==> config.mk <==
export PLATFORM = sky130hd
export DESIGN_NAME = i2c_cmd_master
export DESIGN_NICKNAME = d
export VERILOG_FILES = /design/src/rtl/i2c_cmd_pkg.sv /design/src/rtl/i2c_cmd_clkdiv.sv /design/src/rtl/i2c_cmd_engine.sv /design/src/rtl/i2c_cmd_master.sv
export SDC_FILE = /design/constraint.sdc
export NUM_CORES = 1
export LEC_CHECK = 0
export ABC_AREA = 1
export BUFFER_PORTS_ARGS = -buffer_cell sky130_fd_sc_hd__buf_2
export CAP_MARGIN = 20
export CELL_PAD_IN_SITES_DETAIL_PLACEMENT = 1
export CELL_PAD_IN_SITES_GLOBAL_PLACEMENT = 1
export CORE_MARGIN = 2
export CORE_UTILIZATION = 38
export CTS_CLUSTER_DIAMETER = 60
export DETAILED_ROUTE_END_ITERATION = 12
export GPL_TIMING_DRIVEN = 0
export PLACE_DENSITY_LB_ADDON = 0.1
export SYNTH_ARGS = -nofsm -noshare
export SYNTH_HDL_FRONTEND = slang
export SYNTH_SLANG_ARGS = --single-unit
==> constraint.sdc <==
create_clock -name clk_i -period 5 [get_ports clk_i]
set_clock_uncertainty 0.05 [all_clocks]
set_input_delay 1 -clock clk_i [delete_from_list [all_inputs] [get_ports clk_i]]
set_output_delay 1 -clock clk_i [all_outputs]
set_load 0.02 [all_outputs]
==> src/rtl/i2c_cmd_pkg.sv <==
package i2c_cmd_pkg;
  localparam int REG_W = 8;
  localparam int RA_W  = 2;

  typedef enum logic [1:0] {OP_START, OP_STOP, OP_WRITE, OP_READ} i2c_op_e;

  localparam logic [RA_W-1:0] RA_CTRL = 2'd0;
  localparam logic [RA_W-1:0] RA_STAT = 2'd1;
  localparam logic [RA_W-1:0] RA_DATA = 2'd2;
  localparam logic [RA_W-1:0] RA_RATE = 2'd3;

  localparam int CB_FLAG = 7;
  localparam int CB_ACK  = 6;
  localparam int CB_STA  = 5;
  localparam int CB_STO  = 4;
  localparam int CB_EN   = 2;

  localparam logic [REG_W-1:0] ST_IDLE    = 8'hF8;
  localparam logic [REG_W-1:0] ST_START   = 8'h08;
  localparam logic [REG_W-1:0] ST_RSTART  = 8'h10;
  localparam logic [REG_W-1:0] ST_AW_ACK  = 8'h18;
  localparam logic [REG_W-1:0] ST_AW_NACK = 8'h20;
  localparam logic [REG_W-1:0] ST_DW_ACK  = 8'h28;
  localparam logic [REG_W-1:0] ST_DW_NACK = 8'h30;
  localparam logic [REG_W-1:0] ST_AR_ACK  = 8'h40;
  localparam logic [REG_W-1:0] ST_AR_NACK = 8'h48;
  localparam logic [REG_W-1:0] ST_DR_ACK  = 8'h50;
  localparam logic [REG_W-1:0] ST_DR_NACK = 8'h58;
  localparam logic [REG_W-1:0] ST_MASK    = 8'hF8;
endpackage

==> src/rtl/i2c_cmd_clkdiv.sv <==
module i2c_cmd_clkdiv #(
  parameter int BR_W = 8,
  parameter int PS_W = 2
) (
  input  logic            clk_i,
  input  logic            rst_ni,
  input  logic            run_i,
  input  logic [BR_W-1:0] br_i,
  input  logic [PS_W-1:0] ps_i,
  output logic            tick_o
);
  localparam int SHIFT_MAX = 2 * ((1 << PS_W) - 1);
  localparam int PROD_W    = BR_W + SHIFT_MAX;

  logic [PROD_W-1:0] prod, qlen, cnt_q;
  logic              wrap;

  // quarter period = 4 + br*4^ps/2, so full period = 16 + 2*br*4^ps
  assign prod = PROD_W'(br_i) << {ps_i, 1'b0};
  assign qlen = PROD_W'(4) + (prod >> 1);
  assign wrap = (cnt_q == qlen - PROD_W'(1));

  always_ff @(posedge clk_i or negedge rst_ni) begin
    if (!rst_ni)          cnt_q <= '0;
    else if (!run_i)      cnt_q <= '0;
    else if (wrap)        cnt_q <= '0;
    else                  cnt_q <= cnt_q + PROD_W'(1);
  end

  assign tick_o = run_i && wrap;
endmodule

==> src/rtl/i2c_cmd_engine.sv <==
module i2c_cmd_engine
  import i2c_cmd_pkg::*;
#(
  parameter int DW = 8
) (
  input  logic          clk_i,
  input  logic          rst_ni,
  input  logic          go_i,
  input  i2c_op_e       op_i,
  input  logic [DW-1:0] byte_i,
  input  logic          ack_en_i,
  input  logic          tick_i,
  input  logic          sda_i,
  output logic          busy_o,
  output logic          done_o,
  output logic          ack_o,
  output logic [DW-1:0] rx_o,
  output logic          scl_oe_o,
  output logic          sda_oe_o
);
  localparam int BC_W = $clog2(DW + 1);
  localparam logic [BC_W-1:0] LAST = BC_W'(DW);

  logic            busy_q, ack_en_q, ack_q, scl_q, sda_q;
  i2c_op_e         op_q;
  logic [1:0]      qtr_q;
  logic [BC_W-1:0] bit_q;
  logic [DW-1:0]   sh_q;
  logic            ack_slot;

  assign ack_slot = (bit_q == LAST);

  always_ff @(posedge clk_i or negedge rst_ni) begin
    if (!rst_ni) begin
      busy_q   <= 1'b0;
      op_q     <= OP_START;
      ack_en_q <= 1'b0;
      ack_q    <= 1'b0;
      qtr_q    <= '0;
      bit_q    <= '0;
      sh_q     <= '0;
      scl_q    <= 1'b0;
      sda_q    <= 1'b0;
    end else if (!busy_q) begin
      if (go_i) begin
        busy_q   <= 1'b1;
        op_q     <= op_i;
        ack_en_q <= ack_en_i;
        qtr_q    <= '0;
        bit_q    <= '0;
        sh_q     <= byte_i;
      end
    end else if (tick_i) begin
      qtr_q <= qtr_q + 2'd1;
      unique case (op_q)
        OP_START: begin
          unique case (qtr_q)
            2'd0: sda_q <= 1'b0;
            2'd1: scl_q <= 1'b0;
            2'd2: sda_q <= 1'b1;    // falling data with clock high
            2'd3: begin scl_q <= 1'b1; busy_q <= 1'b0; end
          endcase
        end
        OP_STOP: begin
          unique case (qtr_q)
            2'd0: sda_q <= 1'b1;
            2'd1: scl_q <= 1'b0;
            2'd2: sda_q <= 1'b0;    // rising data with clock high
            2'd3: busy_q <= 1'b0;
          endcase
        end
        default: begin
          unique case (qtr_q)
            2'd0: begin
              if (ack_slot) sda_q <= (op_q == OP_READ) ? ack_en_q : 1'b0;
              else          sda_q <= (op_q == OP_WRITE) ? ~sh_q[DW-1] : 1'b0;
            end
            2'd1: scl_q <= 1'b0;
            2'd2: begin
              if (ack_slot) ack_q <= ~sda_i;
              else          sh_q  <= {sh_q[DW-2:0], sda_i};
            end
            2'd3: begin
              scl_q <= 1'b1;
              if (ack_slot) busy_q <= 1'b0;
              else          bit_q  <= bit_q + BC_W'(1);
            end
          endcase
        end
      endcase
    end
  end

  assign done_o   = busy_q && tick_i && (qtr_q == 2'd3) &&
                    (op_q == OP_START || op_q == OP_STOP || ack_slot);
  assign busy_o   = busy_q;
  assign ack_o    = ack_q;
  assign rx_o     = sh_q;
  assign scl_oe_o = scl_q;
  assign sda_oe_o = sda_q;
endmodule

==> src/rtl/i2c_cmd_master.sv <==
module i2c_cmd_master
  import i2c_cmd_pkg::*;
#(
  parameter int BR_W = 8,
  parameter int PS_W = 2
) (
  input  logic             clk_i,
  input  logic             rst_ni,
  input  logic             reg_we_i,
  input  logic [RA_W-1:0]  reg_addr_i,
  input  logic [REG_W-1:0] reg_wdata_i,
  output logic [REG_W-1:0] reg_rdata_o,
  output logic             irq_o,
  input  logic             sda_i,
  output logic             scl_oe_o,
  output logic             sda_oe_o
);
  logic [REG_W-1:0] ctrl_q, code_q, data_q, byte_pend_q;
  logic [BR_W-1:0]  br_q;
  logic [PS_W-1:0]  ps_q;
  logic             flag_q, go_q, ack_pend_q, was_idle_q, addr_phase_q, rd_mode_q;
  i2c_op_e          op_pend_q, op_next;
  logic             ctrl_wr, launch;
  logic             eng_busy, eng_done, eng_ack, tick;
  logic [REG_W-1:0] eng_rx;

  assign ctrl_wr = reg_we_i && (reg_addr_i == RA_CTRL);
  assign launch  = ctrl_wr && reg_wdata_i[CB_FLAG] && reg_wdata_i[CB_EN] &&
                   !eng_busy && !go_q;

  always_comb begin
    if (reg_wdata_i[CB_STA])                 op_next = OP_START;
    else if (reg_wdata_i[CB_STO])            op_next = OP_STOP;
    else if (addr_phase_q || !rd_mode_q)     op_next = OP_WRITE;
    else                                     op_next = OP_READ;
  end

  always_ff @(posedge clk_i or negedge rst_ni) begin
    if (!rst_ni) begin
      ctrl_q       <= '0;
      flag_q       <= 1'b0;
      code_q       <= ST_IDLE;
      data_q       <= '0;
      br_q         <= '0;
      ps_q         <= '0;
      go_q         <= 1'b0;
      op_pend_q    <= OP_START;
      byte_pend_q  <= '0;
      ack_pend_q   <= 1'b0;
      was_idle_q   <= 1'b1;
      addr_phase_q <= 1'b0;
      rd_mode_q    <= 1'b0;
    end else begin
      go_q <= launch;
      if (reg_we_i) begin
        unique case (reg_addr_i)
          RA_CTRL: begin
            ctrl_q <= reg_wdata_i & ~(REG_W'(1) << CB_FLAG);
            if (reg_wdata_i[CB_FLAG]) flag_q <= 1'b0;
          end
          RA_STAT: ps_q   <= reg_wdata_i[PS_W-1:0];
          RA_DATA: data_q <= reg_wdata_i;
          RA_RATE: br_q   <= reg_wdata_i[BR_W-1:0];
        endcase
      end
      if (launch) begin
        op_pend_q   <= op_next;
        byte_pend_q <= data_q;
        ack_pend_q  <= reg_wdata_i[CB_ACK];
        was_idle_q  <= (code_q == ST_IDLE);
      end
      if (eng_done) begin
        flag_q <= 1'b1;
        unique case (op_pend_q)
          OP_START: begin
            code_q       <= was_idle_q ? ST_START : ST_RSTART;
            addr_phase_q <= 1'b1;
          end
          OP_STOP: begin
            code_q       <= ST_IDLE;
            addr_phase_q <= 1'b0;
            rd_mode_q    <= 1'b0;
          end
          OP_WRITE: begin
            if (addr_phase_q) begin
              addr_phase_q <= 1'b0;
              rd_mode_q    <= byte_pend_q[0];
              if (byte_pend_q[0]) code_q <= eng_ack ? ST_AR_ACK : ST_AR_NACK;
              else                code_q <= eng_ack ? ST_AW_ACK : ST_AW_NACK;
            end else begin
              code_q <= eng_ack ? ST_DW_ACK : ST_DW_NACK;
            end
          end
          OP_READ: begin
            data_q <= eng_rx;
            code_q <= ack_pend_q ? ST_DR_ACK : ST_DR_NACK;
          end
        endcase
      end
    end
  end

  always_comb begin
    unique case (reg_addr_i)
      RA_CTRL: reg_rdata_o = ctrl_q | (REG_W'(flag_q) << CB_FLAG);
      RA_STAT: reg_rdata_o = (code_q & ST_MASK) | REG_W'(ps_q);
      RA_DATA: reg_rdata_o = data_q;
      default: reg_rdata_o = REG_W'(br_q);
    endcase
  end

  i2c_cmd_clkdiv #(.BR_W(BR_W), .PS_W(PS_W)) u_div (
    .clk_i (clk_i),
    .rst_ni(rst_ni),
    .run_i (eng_busy),
    .br_i  (br_q),
    .ps_i  (ps_q),
    .tick_o(tick)
  );

  i2c_cmd_engine #(.DW(REG_W)) u_eng (
    .clk_i   (clk_i),
    .rst_ni  (rst_ni),
    .go_i    (go_q),
    .op_i    (op_pend_q),
    .byte_i  (byte_pend_q),
    .ack_en_i(ack_pend_q),
    .tick_i  (tick),
    .sda_i   (sda_i),
    .busy_o  (eng_busy),
    .done_o  (eng_done),
    .ack_o   (eng_ack),
    .rx_o    (eng_rx),
    .scl_oe_o(scl_oe_o),
    .sda_oe_o(sda_oe_o)
  );

  assign irq_o = flag_q;
endmodule

==> impl_results.rst <==
.. list-table::
   :header-rows: 1

   * - Metric
     - Value
   * - Status
     - finished, final reports clean
   * - Nature of the critical path startpoint
     - primary input
   * - Ports
     - 25
   * - Routed length per placed instance
     - 17.4 um
   * - Level count of the clock H-tree
     - 3
   * - Period utilisation layout
     - 67.0%
   * - Capture point of the worst path
     - byte_pend_q[4]$_DFFE_PN0P_
   * - Pwr per Cell Area
     - 370 nW/um^2
   * - Commonest cells after routing, fill and taps aside
     - 229 x sky130_fd_sc_hd__nand2_1, 76 x sky130_fd_sc_hd__inv_1, 75 x sky130_fd_sc_hd__dfrtp_1, 62 x sky130_fd_sc_hd__nand3_1, 46 x sky130_fd_sc_hd__nor2_1
   * - Relative slew slack
     - 50.2%
   * - Width of the die
     - 122 um
   * - Clock tree from TritonCTS
     - built
   * - Core area
     - 13700 sq um
   * - Maximum fanout along the worst path
     - 10
   * - Number of distinct library cells after synthesis
     - 45
   * - Number of buffers added on ports
     - 24
   * - Leakage power
     - 0.00291 uW
   * - Share of cells above drive strength 1
     - 16.6%
   * - Kind of end point of the critical path
     - flop
   * - Seq. cell area
     - 2030 sq um
   * - Number of DRC markers in iteration 0
     - 174
   * - Sum of net half-perimeters after detailed placement
     - 12.7 mm
   * - Area growth syn-to-layout
     - 12.6%
   * - Wire length after detailed routing
     - 16.2 mm
   * - Worst-case register-to-register setup slack
     - 1.88 ns
   * - Drc violations
     - 0
   * - Vias per cell
     - 5.20
   * - Leading cell type in the layout, fill and taps excluded
     - sky130_fd_sc_hd__nand2_1
   * - Cell area after layout
     - 5930 sq um
   * - Quantity of gates resized following cts
     - 0
   * - Synthesized netlist net count
     - 736
   * - Global-route wire length before repair
     - 26.7 mm
   * - Row cnt
     - 43
   * - Area taken by multi-input logic gates
     - 2770 sq um
   * - Maximum number of pins on one net before global-route repair
     - 44
   * - Die Outline Area
     - 14800 sq um
   * - Bufs on Longest Clock Path
     - 2
   * - Final critical path time including I/O delays and setup
     - 3.35 ns
   * - Post-Place Cells
     - 913
   * - Sinks on Clock Net
     - 81
   * - GRT Util Overall
     - 23.5%
   * - Post-synthesis instance area
     - 5260 sq um
   * - Count of nets left with antenna violations after detail routing
     - 0
   * - Launching point of the worst reg2reg path
     - ps_q[1]$_DFFE_PN0P_
   * - Count of yosys warnings during synthesis
     - 0
   * - Overflow after GRT
     - 0
   * - Layout Cells excl Fill
     - 929
   * - Worst hold slack across all endpoints
     - 0.421 ns
   * - Arrival time at the worst endpoint
     - 3.54 ns
   * - Required time at the worst-slack endpoint
     - 5.19 ns
   * - Number of global-route vias before repair
     - 5078
   * - Crit Path Class
     - primary input to flop
   * - Worst-Margin Slew
     - 0.748 ns
   * - Final nets
     - 772
   * - Count of TritonRoute iterations in the first routing pass
     - 4
   * - Type of the worst min-delay path
     - flop to flop
   * - Clock-pin slew on the worst setup and hold paths
     - 0.07 ns
   * - Cell depth of the worst flop-to-flop path
     - 19
   * - Setup repair after global routing missed its margin
     - false
   * - Synthesis-stage register bit count
     - 81
   * - Worst reg2reg endpoint
     - data_q[2]$_DFF_PN0_
   * - Total clock buffers created by CTS
     - 9
   * - Fill count
     - 1763
   * - Post-CTS Hold Fix Bufs
     - 0
   * - # diodes
     - 0
   * - Peak supply drop
     - 0.000209 V
   * - Finish-stage setup viols
     - 0
   * - Max-slew violation total from the final report
     - 0
   * - Number of endpoints with negative hold slack in the final report
     - 0
   * - Worst Setup SP
     - reg_addr_i[1]
   * - Post-route setup TNS
     - 0 ns
   * - Instance count of the mapped netlist
     - 708
   * - Root Buffer Master
     - sky130_fd_sc_hd__clkbuf_16
   * - Number of antenna violations at the first check in global routing
     - 0
   * - Via count of the routed design
     - 4827
   * - Top achievable clock speed
     - 299 MHz
   * - Number of buffers added for setup after CTS
     - 0
   * - Initial cell density of the core
     - 38.4%
   * - Total design power
     - 2190 uW
   * - Max_cap viols
     - 0
   * - Cell area reported after detailed placement
     - 5640 sq um
   * - Placer's final routability congestion estimate
     - 0.845
   * - Post-synthesis sequential area ratio
     - 38.7%
   * - Vertical die dimension
     - 122 um
   * - Avg Cell Area, Syn
     - 7.43 sq um
   * - Clock latency of the later-clocked register in the worst-skew pair
     - 0.36 ns
==> synth_stat cells (all sizes together) <==
master | instances | area share [%]
dfstp | 6 | 3.0
mux2i | 8 | 1.5
nand4 | 10 | 1.5
o21ai | 61 | 6.8
o41ai | 1 | 0.17
nand3b | 2 | 0.52
o31ai | 2 | 0.29
xnor2 | 2 | 0.33
nor2 | 57 | 4.9
o21a | 1 | 0.14
nand2 | 252 | 20
a21oi | 9 | 0.86
nor3b | 1 | 0.14
dfrtp | 75 | 36
nor4 | 2 | 0.52
nor3 | 7 | 0.67
o22ai | 2 | 0.24
ha | 14 | 3.3
nand3 | 71 | 7.6
inv | 83 | 6.1
a31oi | 1 | 0.12
xor2 | 12 | 2.0
a21boi | 1 | 0.14
clkinv | 1 | 0.095
o211ai | 2 | 0.29
a221oi | 3 | 0.50
o2111ai | 3 | 0.50
clkbuf | 10 | 0.71
buf | 9 | 1.9
==> registers in the layout (all words and copies together) (netlist names), 2 cells and up <==
name	cells
op_pend_q	2
ps_q	2
br_q	8
u_eng.rx_o	8
u_eng.qtr_q	2
u_div.cnt_q	14
ctrl_q	7
code_q	5
byte_pend_q	8
data_q	8
u_eng.bit_q	4
u_eng.op_q	2
==> cell type report <==
class / count / area share (%)
well taps: 180 / 3.80
flip-flops and latches: 81 / 34.3
inverters: 84 / 5.47
clock buffers: 9 / 3.80
repair buffers: 25 / 2.53
clock inverters: 7 / 1.06
multi-input cells: 524 / 46.7
plain buffers: 19 / 2.32
==> through the flow <==
stage	worst slack [ns]	util, %
2_1_floorplan	2.18	-
6_report	1.65	43.2
3_5_place_dp	1.29	41.1
4_1_cts	1.66	43.2
3_3_place_gp	1.28	40.9
5_1_grt	1.44	43.2
==> worst max-delay path, cell delays in order <==
cell	delay, ns
sky130_fd_sc_hd__buf_2	0.11
sky130_fd_sc_hd__nor2_1	0.47
sky130_fd_sc_hd__nand2_1	0.31
sky130_fd_sc_hd__inv_1	0.12
sky130_fd_sc_hd__nand2_1	0.12
sky130_fd_sc_hd__nor4_4	0.48
sky130_fd_sc_hd__inv_1	0.34
sky130_fd_sc_hd__clkbuf_1	0.35
sky130_fd_sc_hd__nand2_1	0.15
sky130_fd_sc_hd__nand2_1	0.07
==> routing by layer <==
layer,share of wire (%),global-route usage (%),wire length [um],up-vias
li1,-,-,-,2341
met1,46,30.4,7500,2408
met2,50,39.9,8020,56
met3,1.8,3.60,296,22
met4,2.3,8.62,377,0
met5,0,0,0,-
==> worst min path at each step <==
stage / start / end / slack, ns / cells after the start
floorplan: rd_mode_q$_DFFE_PN0P_ / rd_mode_q$_DFFE_PN0P_ / 0.39 / 2
global placement: u_eng.sda_oe_o$_DFFE_PN0P_ / u_eng.sda_oe_o$_DFFE_PN0P_ / 0.41 / 2
detailed placement: u_eng.scl_oe_o$_DFFE_PN0P_ / u_eng.scl_oe_o$_DFFE_PN0P_ / 0.41 / 2
CTS: u_eng.scl_oe_o$_DFFE_PN0P_ / u_eng.scl_oe_o$_DFFE_PN0P_ / 0.43 / 2
global route: byte_pend_q[2]$_DFFE_PN0P_ / byte_pend_q[2]$_DFFE_PN0P_ / 0.47 / 2
finish: u_eng.scl_oe_o$_DFFE_PN0P_ / u_eng.scl_oe_o$_DFFE_PN0P_ / 0.42 / 2
==> cells by family after synthesis <==
kind of cell    count (synthesis)  share of synthesized area (%)
simple gates                  402                           35.4
xor+xnor                       14                           2.33
flops                          81                           38.7
compound gates                 86                           10.0
fa+ha+maj                      14                           3.33
mux                             8                           1.52
buf+inv                       103                           8.77
==> power by group <==
part	internal [uW]	switching [uW]	total [uW]	leakage [uW]
registers	744	81.4	825	0.00105
logic	232	476	708	0.00172
clock network	346	314	660	0.000139
total	1320	871	2190	0.00291
Power figures use the tool's default switching activity.
